File: src/rtl/lvl_pkg.sv
package lvl_pkg;
  // Strobes from the control FSM to the level datapath.
  typedef struct packed {
    logic latchReq;  // capture winner and running level into the request
    logic enter;     // make the requested level the running one
    logic goIdle;    // nothing eligible: drop the running level
  } lvlStrobe_t;
endpackage

File: src/rtl/lvl_datapath.sv
module lvl_datapath
  import lvl_pkg::*;
#(
  parameter int NUM_LEVELS  = 64,
  parameter int TIMER_LEVEL = NUM_LEVELS - 1,
  localparam int LW = $clog2(NUM_LEVELS)
) (
  input  logic                  clk,
  input  logic                  rst_n,
  input  logic                  ioDoneValid,
  input  logic [LW-1:0]         ioDoneLevel,
  input  logic [NUM_LEVELS-1:0] irqLines,
  input  logic                  tickPulse,
  input  logic                  clrValid,
  input  logic [LW-1:0]         clrLevel,
  input  logic                  permitWrEn,
  input  logic [NUM_LEVELS-1:0] permitWrData,
  input  logic                  maskWrEn,
  input  logic [NUM_LEVELS-1:0] maskWrData,
  input  lvlStrobe_t            strobe,
  output logic                  winValid,
  output logic                  winDiffers,
  output logic [LW-1:0]         curLevel,
  output logic                  curValid,
  output logic [LW-1:0]         reqNewLevel,
  output logic [LW-1:0]         reqOldLevel,
  output logic                  reqOldValid
);
  logic [NUM_LEVELS-1:0] actBits, permitBits, maskBits, eligible;
  logic [LW-1:0]         winLevel;

  // Per-level ready flag; a set in the same cycle as a clear wins.
  for (genvar i = 0; i < NUM_LEVELS; i++) begin : g_lvl
    logic setHit, clrHit;
    assign setHit = (ioDoneValid && ioDoneLevel == LW'(i)) || irqLines[i] ||
                    (tickPulse && (i == TIMER_LEVEL));
    assign clrHit = clrValid && clrLevel == LW'(i);
    always_ff @(posedge clk) begin
      if (!rst_n)      actBits[i] <= 1'b0;
      else if (setHit) actBits[i] <= 1'b1;
      else if (clrHit) actBits[i] <= 1'b0;
    end
  end

  always_ff @(posedge clk) begin
    if (!rst_n) begin
      permitBits <= '1;
      maskBits   <= '1;
    end else begin
      if (permitWrEn) permitBits <= permitWrData;
      if (maskWrEn)   maskBits   <= maskWrData;
    end
  end

  assign eligible = actBits & permitBits & maskBits;

  // Lowest index wins: scan downward so the last hit is the smallest.
  always_comb begin
    winValid = 1'b0;
    winLevel = '0;
    for (int i = NUM_LEVELS - 1; i >= 0; i--) begin
      if (eligible[i]) begin
        winValid = 1'b1;
        winLevel = LW'(i);
      end
    end
  end

  assign winDiffers = !curValid || (winLevel != curLevel);

  always_ff @(posedge clk) begin
    if (!rst_n) begin
      curLevel    <= '0;
      curValid    <= 1'b0;
      reqNewLevel <= '0;
      reqOldLevel <= '0;
      reqOldValid <= 1'b0;
    end else begin
      if (strobe.latchReq) begin
        reqNewLevel <= winLevel;
        reqOldLevel <= curLevel;
        reqOldValid <= curValid;
      end
      if (strobe.enter) begin
        curLevel <= reqNewLevel;
        curValid <= 1'b1;
      end else if (strobe.goIdle) begin
        curValid <= 1'b0;
      end
    end
  end

  // a same-cycle set and clear on one level leaves it set.
  p_setwins_r8: assert property (@(posedge clk) disable iff (!rst_n)
    (ioDoneValid && clrValid && ioDoneLevel == clrLevel) |=> actBits[$past(clrLevel)]);

  // a lone clear with no set source removes the flag.
  p_clear_r10: assert property (@(posedge clk) disable iff (!rst_n)
    (clrValid && !ioDoneValid && !tickPulse && irqLines == '0) |=> !actBits[$past(clrLevel)]);
endmodule

File: src/rtl/lvl_control.sv
module lvl_control
  import lvl_pkg::*;
(
  input  logic       clk,
  input  logic       rst_n,
  input  logic       winValid,
  input  logic       winDiffers,
  input  logic       swAck,
  output lvlStrobe_t strobe,
  output logic       swReq,
  output logic       idle
);
  always_comb begin
    strobe.latchReq = !swReq && winValid && winDiffers;
    strobe.enter    = swReq && swAck;
    strobe.goIdle   = !swReq && !winValid;
  end

  assign idle = !swReq && !winValid;

  always_ff @(posedge clk) begin
    if (!rst_n)               swReq <= 1'b0;
    else if (strobe.latchReq) swReq <= 1'b1;
    else if (strobe.enter)    swReq <= 1'b0;
  end

  // idle never coexists with a pending request.
  p_idle_noreq_r7: assert property (@(posedge clk) disable iff (!rst_n)
    idle |=> !$rose(swReq));
endmodule

File: src/rtl/lvl_prio_top.sv
module lvl_prio_top
  import lvl_pkg::*;
#(
  parameter int NUM_LEVELS  = 64,
  parameter int TIMER_LEVEL = NUM_LEVELS - 1,
  localparam int LW = $clog2(NUM_LEVELS)
) (
  input  logic                  clk,
  input  logic                  rst_n,
  input  logic                  ioDoneValid,
  input  logic [LW-1:0]         ioDoneLevel,
  input  logic [NUM_LEVELS-1:0] irqLines,
  input  logic                  tickPulse,
  input  logic                  clrValid,
  input  logic [LW-1:0]         clrLevel,
  input  logic                  permitWrEn,
  input  logic [NUM_LEVELS-1:0] permitWrData,
  input  logic                  maskWrEn,
  input  logic [NUM_LEVELS-1:0] maskWrData,
  input  logic                  swAck,
  output logic                  swReq,
  output logic [LW-1:0]         swNewLevel,
  output logic [LW-1:0]         swOldLevel,
  output logic                  swOldValid,
  output logic [LW-1:0]         curLevel,
  output logic                  curValid,
  output logic                  idle
);
  lvlStrobe_t strobe;
  logic       winValid, winDiffers;

  lvl_datapath #(.NUM_LEVELS(NUM_LEVELS), .TIMER_LEVEL(TIMER_LEVEL)) u_dp (
    .clk, .rst_n, .ioDoneValid, .ioDoneLevel, .irqLines, .tickPulse,
    .clrValid, .clrLevel, .permitWrEn, .permitWrData, .maskWrEn, .maskWrData,
    .strobe, .winValid, .winDiffers, .curLevel, .curValid,
    .reqNewLevel(swNewLevel), .reqOldLevel(swOldLevel), .reqOldValid(swOldValid)
  );

  lvl_control u_ctl (
    .clk, .rst_n, .winValid, .winDiffers, .swAck, .strobe, .swReq, .idle
  );

  // a pending request and its target stay put until acknowledged.
  p_hold_r5: assert property (@(posedge clk) disable iff (!rst_n)
    (swReq && !swAck) |=> (swReq && $stable(swNewLevel)));

  // acknowledge makes the requested level the running one.
  p_enter_r6: assert property (@(posedge clk) disable iff (!rst_n)
    (swReq && swAck) |=> (!swReq && curValid && curLevel == $past(swNewLevel)));

  // a new request never targets the level already running.
  p_differs_r4: assert property (@(posedge clk) disable iff (!rst_n)
    $rose(swReq) |-> (!swOldValid || swNewLevel != swOldLevel));
endmodule

File: config.mk
export PLATFORM = sky130hd
export DESIGN_NAME = lvl_prio_top
export DESIGN_NICKNAME = d
export VERILOG_FILES = /design/src/rtl/lvl_pkg.sv /design/src/rtl/lvl_datapath.sv /design/src/rtl/lvl_control.sv /design/src/rtl/lvl_prio_top.sv
export SDC_FILE = /design/constraint.sdc
export NUM_CORES = 1
export LEC_CHECK = 0
export ABC_AREA = 1
export BUFFER_PORTS_ARGS = -buffer_cell sky130_fd_sc_hd__clkbuf_2
export CAP_MARGIN = 25
export CELL_PAD_IN_SITES_DETAIL_PLACEMENT = 0
export CELL_PAD_IN_SITES_GLOBAL_PLACEMENT = 1
export CORE_AREA = 2 2 155 157
export DETAILED_ROUTE_END_ITERATION = 16
export DIE_AREA = 0 0 157 159
export GPL_TIMING_DRIVEN = 0
export HOLD_SLACK_MARGIN = 0.12
export PLACE_DENSITY = 0.93
export SYNTH_ARGS = -nofsm -noshare
export SYNTH_HDL_FRONTEND = slang
export SYNTH_SLANG_ARGS = --single-unit
File: constraint.sdc
create_clock -name clk -period 6.3 [get_ports clk]
set_clock_uncertainty 0.05 [all_clocks]
set_input_delay 0.315 -clock clk [delete_from_list [all_inputs] [get_ports clk]]
set_output_delay 0.315 -clock clk [all_outputs]
set_load 0.005 [all_outputs]
==> impl_metrics.env <==
export IMPL_num_nets_final=1971
export IMPL_standard_cell_row_count=56
export IMPL_post_synth_num_cell_types=31
export IMPL_cts_buffers_inserted=23
export IMPL_dieHeight_um=159
export IMPL_number_of_global_route_vias_before_repair=10560
export IMPL_number_of_top_level_pins=234
export IMPL_worstHoldPathType="in -> reg"
export IMPL_gp_congestion=0.9790
export IMPL_place_worst_setup_slack_ps=1757
export IMPL_timing_slew_headroom=0.3419
export IMPL_detail_route_vias_per_cell=5.121
export IMPL_crit_type="reg -> reg"
export IMPL_synthesis_area_per_instance_um2=7.049
export IMPL_clock_latency_at_the_later_pin_of_the_worst_skew_pair_ps=510
export IMPL_grt_max_degree=14
export IMPL_grt_use_total=0.2909
export IMPL_layout_cells_most_common_list="sky130_fd_sc_hd__nand2_1, sky130_fd_sc_hd__clkbuf_2, sky130_fd_sc_hd__dfxtp_1"
export IMPL_post_cts_setup_buffers=0
export IMPL_synth_area_leader_cell="sky130_fd_sc_hd__dfxtp_1"
export IMPL_synth_top_area_frac=0.4629
export IMPL_hpwlAfterDp_um=25750
export IMPL_cp_end_kind="flop"
export IMPL_min_period_over_period=0.7313
export IMPL_power_leakage_nw=6.448
export IMPL_cts_buffer_depth=3
export IMPL_worst_slew_pin_transition_ps=979.6
export IMPL_htree_num_levels=1
export IMPL_final_layout_size_suffix_gt1_frac=0.1788
export IMPL_cp_data_required_time_ps=6650
export IMPL_synth_warning_count=0
export IMPL_grt_setup_unrepaired="no"
export IMPL_synth_top_cells_by_area="sky130_fd_sc_hd__dfxtp_1, sky130_fd_sc_hd__nand2_1, sky130_fd_sc_hd__nand3_1"
export IMPL_clock_sink_count=213
export IMPL_power_density_mw_per_mm2=264.4
export IMPL_max_vdd_ir_drop_v=0.0001901
export IMPL_final_critical_path_setup_slack_ps=1693
export IMPL_grt_pass1_wl_um=56010
export IMPL_floorplan_core_area_mm2=0.02319
export IMPL_cts_hold_buffers=194
export IMPL_worst_path_most_repeated_cell="sky130_fd_sc_hd__nand2_1"
export IMPL_die_w_um=157
export IMPL_final_hold_violating_endpoints=0
export IMPL_timing_hold_worst_path_depth=4
export IMPL_synthToLayoutAreaGrowth_pct=46.79
export IMPL_ctsResizeCount=0
export IMPL_tritoncts="done"
export IMPL_global_route_overflow_total=0
export IMPL_first_pass_iters=6
export IMPL_commonest_non_fill_non_tap_cell_in_the_layout="sky130_fd_sc_hd__nand2_1"
export IMPL_final_min_clock_period_ps=4607
export IMPL_grt_antenna_before_repair=7
export IMPL_achievable_clock_frequency_ghz=0.2171
export IMPL_startpoint_type="flop"
export IMPL_io_buffers=233
export IMPL_floorplan_initialDensity=0.3972
export IMPL_timing_critical_path_fanout_max=10
export IMPL_ys_ff_latch=213
export IMPL_max_cap_violations=0
export IMPL_timing_max_transition_violations_final=0
export IMPL_setup_total_negative_slack_ps=0
export IMPL_cts_reportedPaths_clkPinSlew_ps=60
export IMPL_syn_nets=1519
export IMPL_dieArea_mm2=0.02496
export IMPL_critical_path_slowest_cell="sky130_fd_sc_hd__dfxtp_1"
export IMPL_netlist_instances=1307
export IMPL_drt_first_iter_violations=907
export IMPL_result_of_the_run="finished, final reports clean"
export IMPL_sequential_cell_area_fraction_in_the_yosys_report=0.4629
export IMPL_setup_violations=0
export IMPL_worst_ep_arrival_time_ps=4960
export IMPL_final_antenna_net_count=0
export IMPL_wl_per_cell_um=17.67
export IMPL_worst_path_largest_cell_delay_ps=370
export IMPL_detailroute_via_count=10730
export IMPL_rr_worst_depth=71
export IMPL_drt_total_wl_um=37030
export IMPL_drt_drc_violations_left=0
export IMPL_synth_cell_area_mm2=0.009213
export IMPL_clock_root_buffer="sky130_fd_sc_hd__clkbuf_16"
## stage by stage
| stage | cells | power [mW] | utilization | hold slack (ps) | area [um2] |
|---|---|---|---|---|---|
| after floorplan | 1307 | 1.843 | - | 378.5 | 9213 |
| after global placement | 1859 | 2.045 | 0.4647 | 391.4 | 10780 |
| after detailed placement | 1859 | 2.055 | 0.4647 | 393.5 | 10780 |
| after CTS | 2092 | 3.570 | 0.5827 | 170.1 | 13510 |
| after global routing | 2095 | 3.718 | 0.5830 | 193.0 | 13520 |
| final | 2096 | 3.576 | 0.5831 | 165.2 | 13520 |
## synth_stat cells (all sizes together)
| cell type | count |
|---|---|
| a21oi | 143 |
| o2111ai | 1 |
| xor2 | 3 |
| o311ai | 1 |
| nor4 | 1 |
| nor2 | 87 |
| nor3 | 8 |
| clkbuf | 48 |
| nand3b | 1 |
| nand3 | 209 |
| o21bai | 2 |
| o21a | 1 |
| buf | 10 |
| inv | 63 |
| a211oi | 3 |
| o31ai | 3 |
| nand4 | 2 |
| o21ai | 50 |
| a21boi | 2 |
| o211ai | 2 |
| nand2 | 446 |
| a31oi | 8 |
| dfxtp | 213 |
## state kept, by name (all words and copies together) (netlist names)
| signal | count |
|---|---|
| u_dp.curLevel | 6 |
| u_dp.curValid | 1 |
| u_dp.reqOldValid | 1 |
| u_dp.reqOldLevel | 6 |
| u_dp.actBits | 64 |
| u_dp.maskBits | 64 |
| u_ctl.swReq | 1 |
| u_dp.reqNewLevel | 6 |
| u_dp.permitBits | 64 |
## layout make-up
cell class	instances	area [um2]
Tap cell	319	399.1
Timing Repair Buffer	427	3108
Clock buffer	30	641.9
Antenna cell	4	10.01
Sequential cell	213	4264
Clock inverter	9	151.4
Inverter	63	236.5
Multi-Input combinational cell	973	4478
Fill cell	2076	9669
Buffer	58	234.0
## power by group
part	switching, mW	internal, mW	total [mW]
Combinational	0.339	0.274	0.613
Sequential	0.0765	1.45	1.53
Clock	0.559	0.878	1.44
Total	0.974	2.60	3.58
## cell families after synthesis
logic type,count (synthesis),synth area share
compound gates,216,0.1228
xor+xnor,3,0.002853
buf+inv,121,0.05106
flops,213,0.4629
simple gates,754,0.3605
## critical path: cells and delay by family, from the launching register on
kind	cells	cell delay, ps
DFF	1	370
and+or+nand+nor	71	4060
## per-layer routing
metal  routed length, um  part of all wire  GRT usage  vias up
met5                  40            0.0011          0        -
met1               15150              0.41     0.3705     4887
li1                    -                 -          -     5219
met4                1919             0.052     0.1284        6
met3                2919             0.079    0.04899      117
met2               17000              0.46     0.4823      504
## final timing paths
kind	endpoint	from	slack, ps
max	u_dp.reqNewLevel[4]	u_dp.maskBits[63]	1690
min	u_dp.maskBits[0]	maskWrEn	170
max reg2reg	u_dp.reqNewLevel[4]	u_dp.maskBits[63]	1690
min reg2reg	u_dp.maskBits[38]	u_dp.maskBits[38]	410
(Power assumes the default switching activity.)
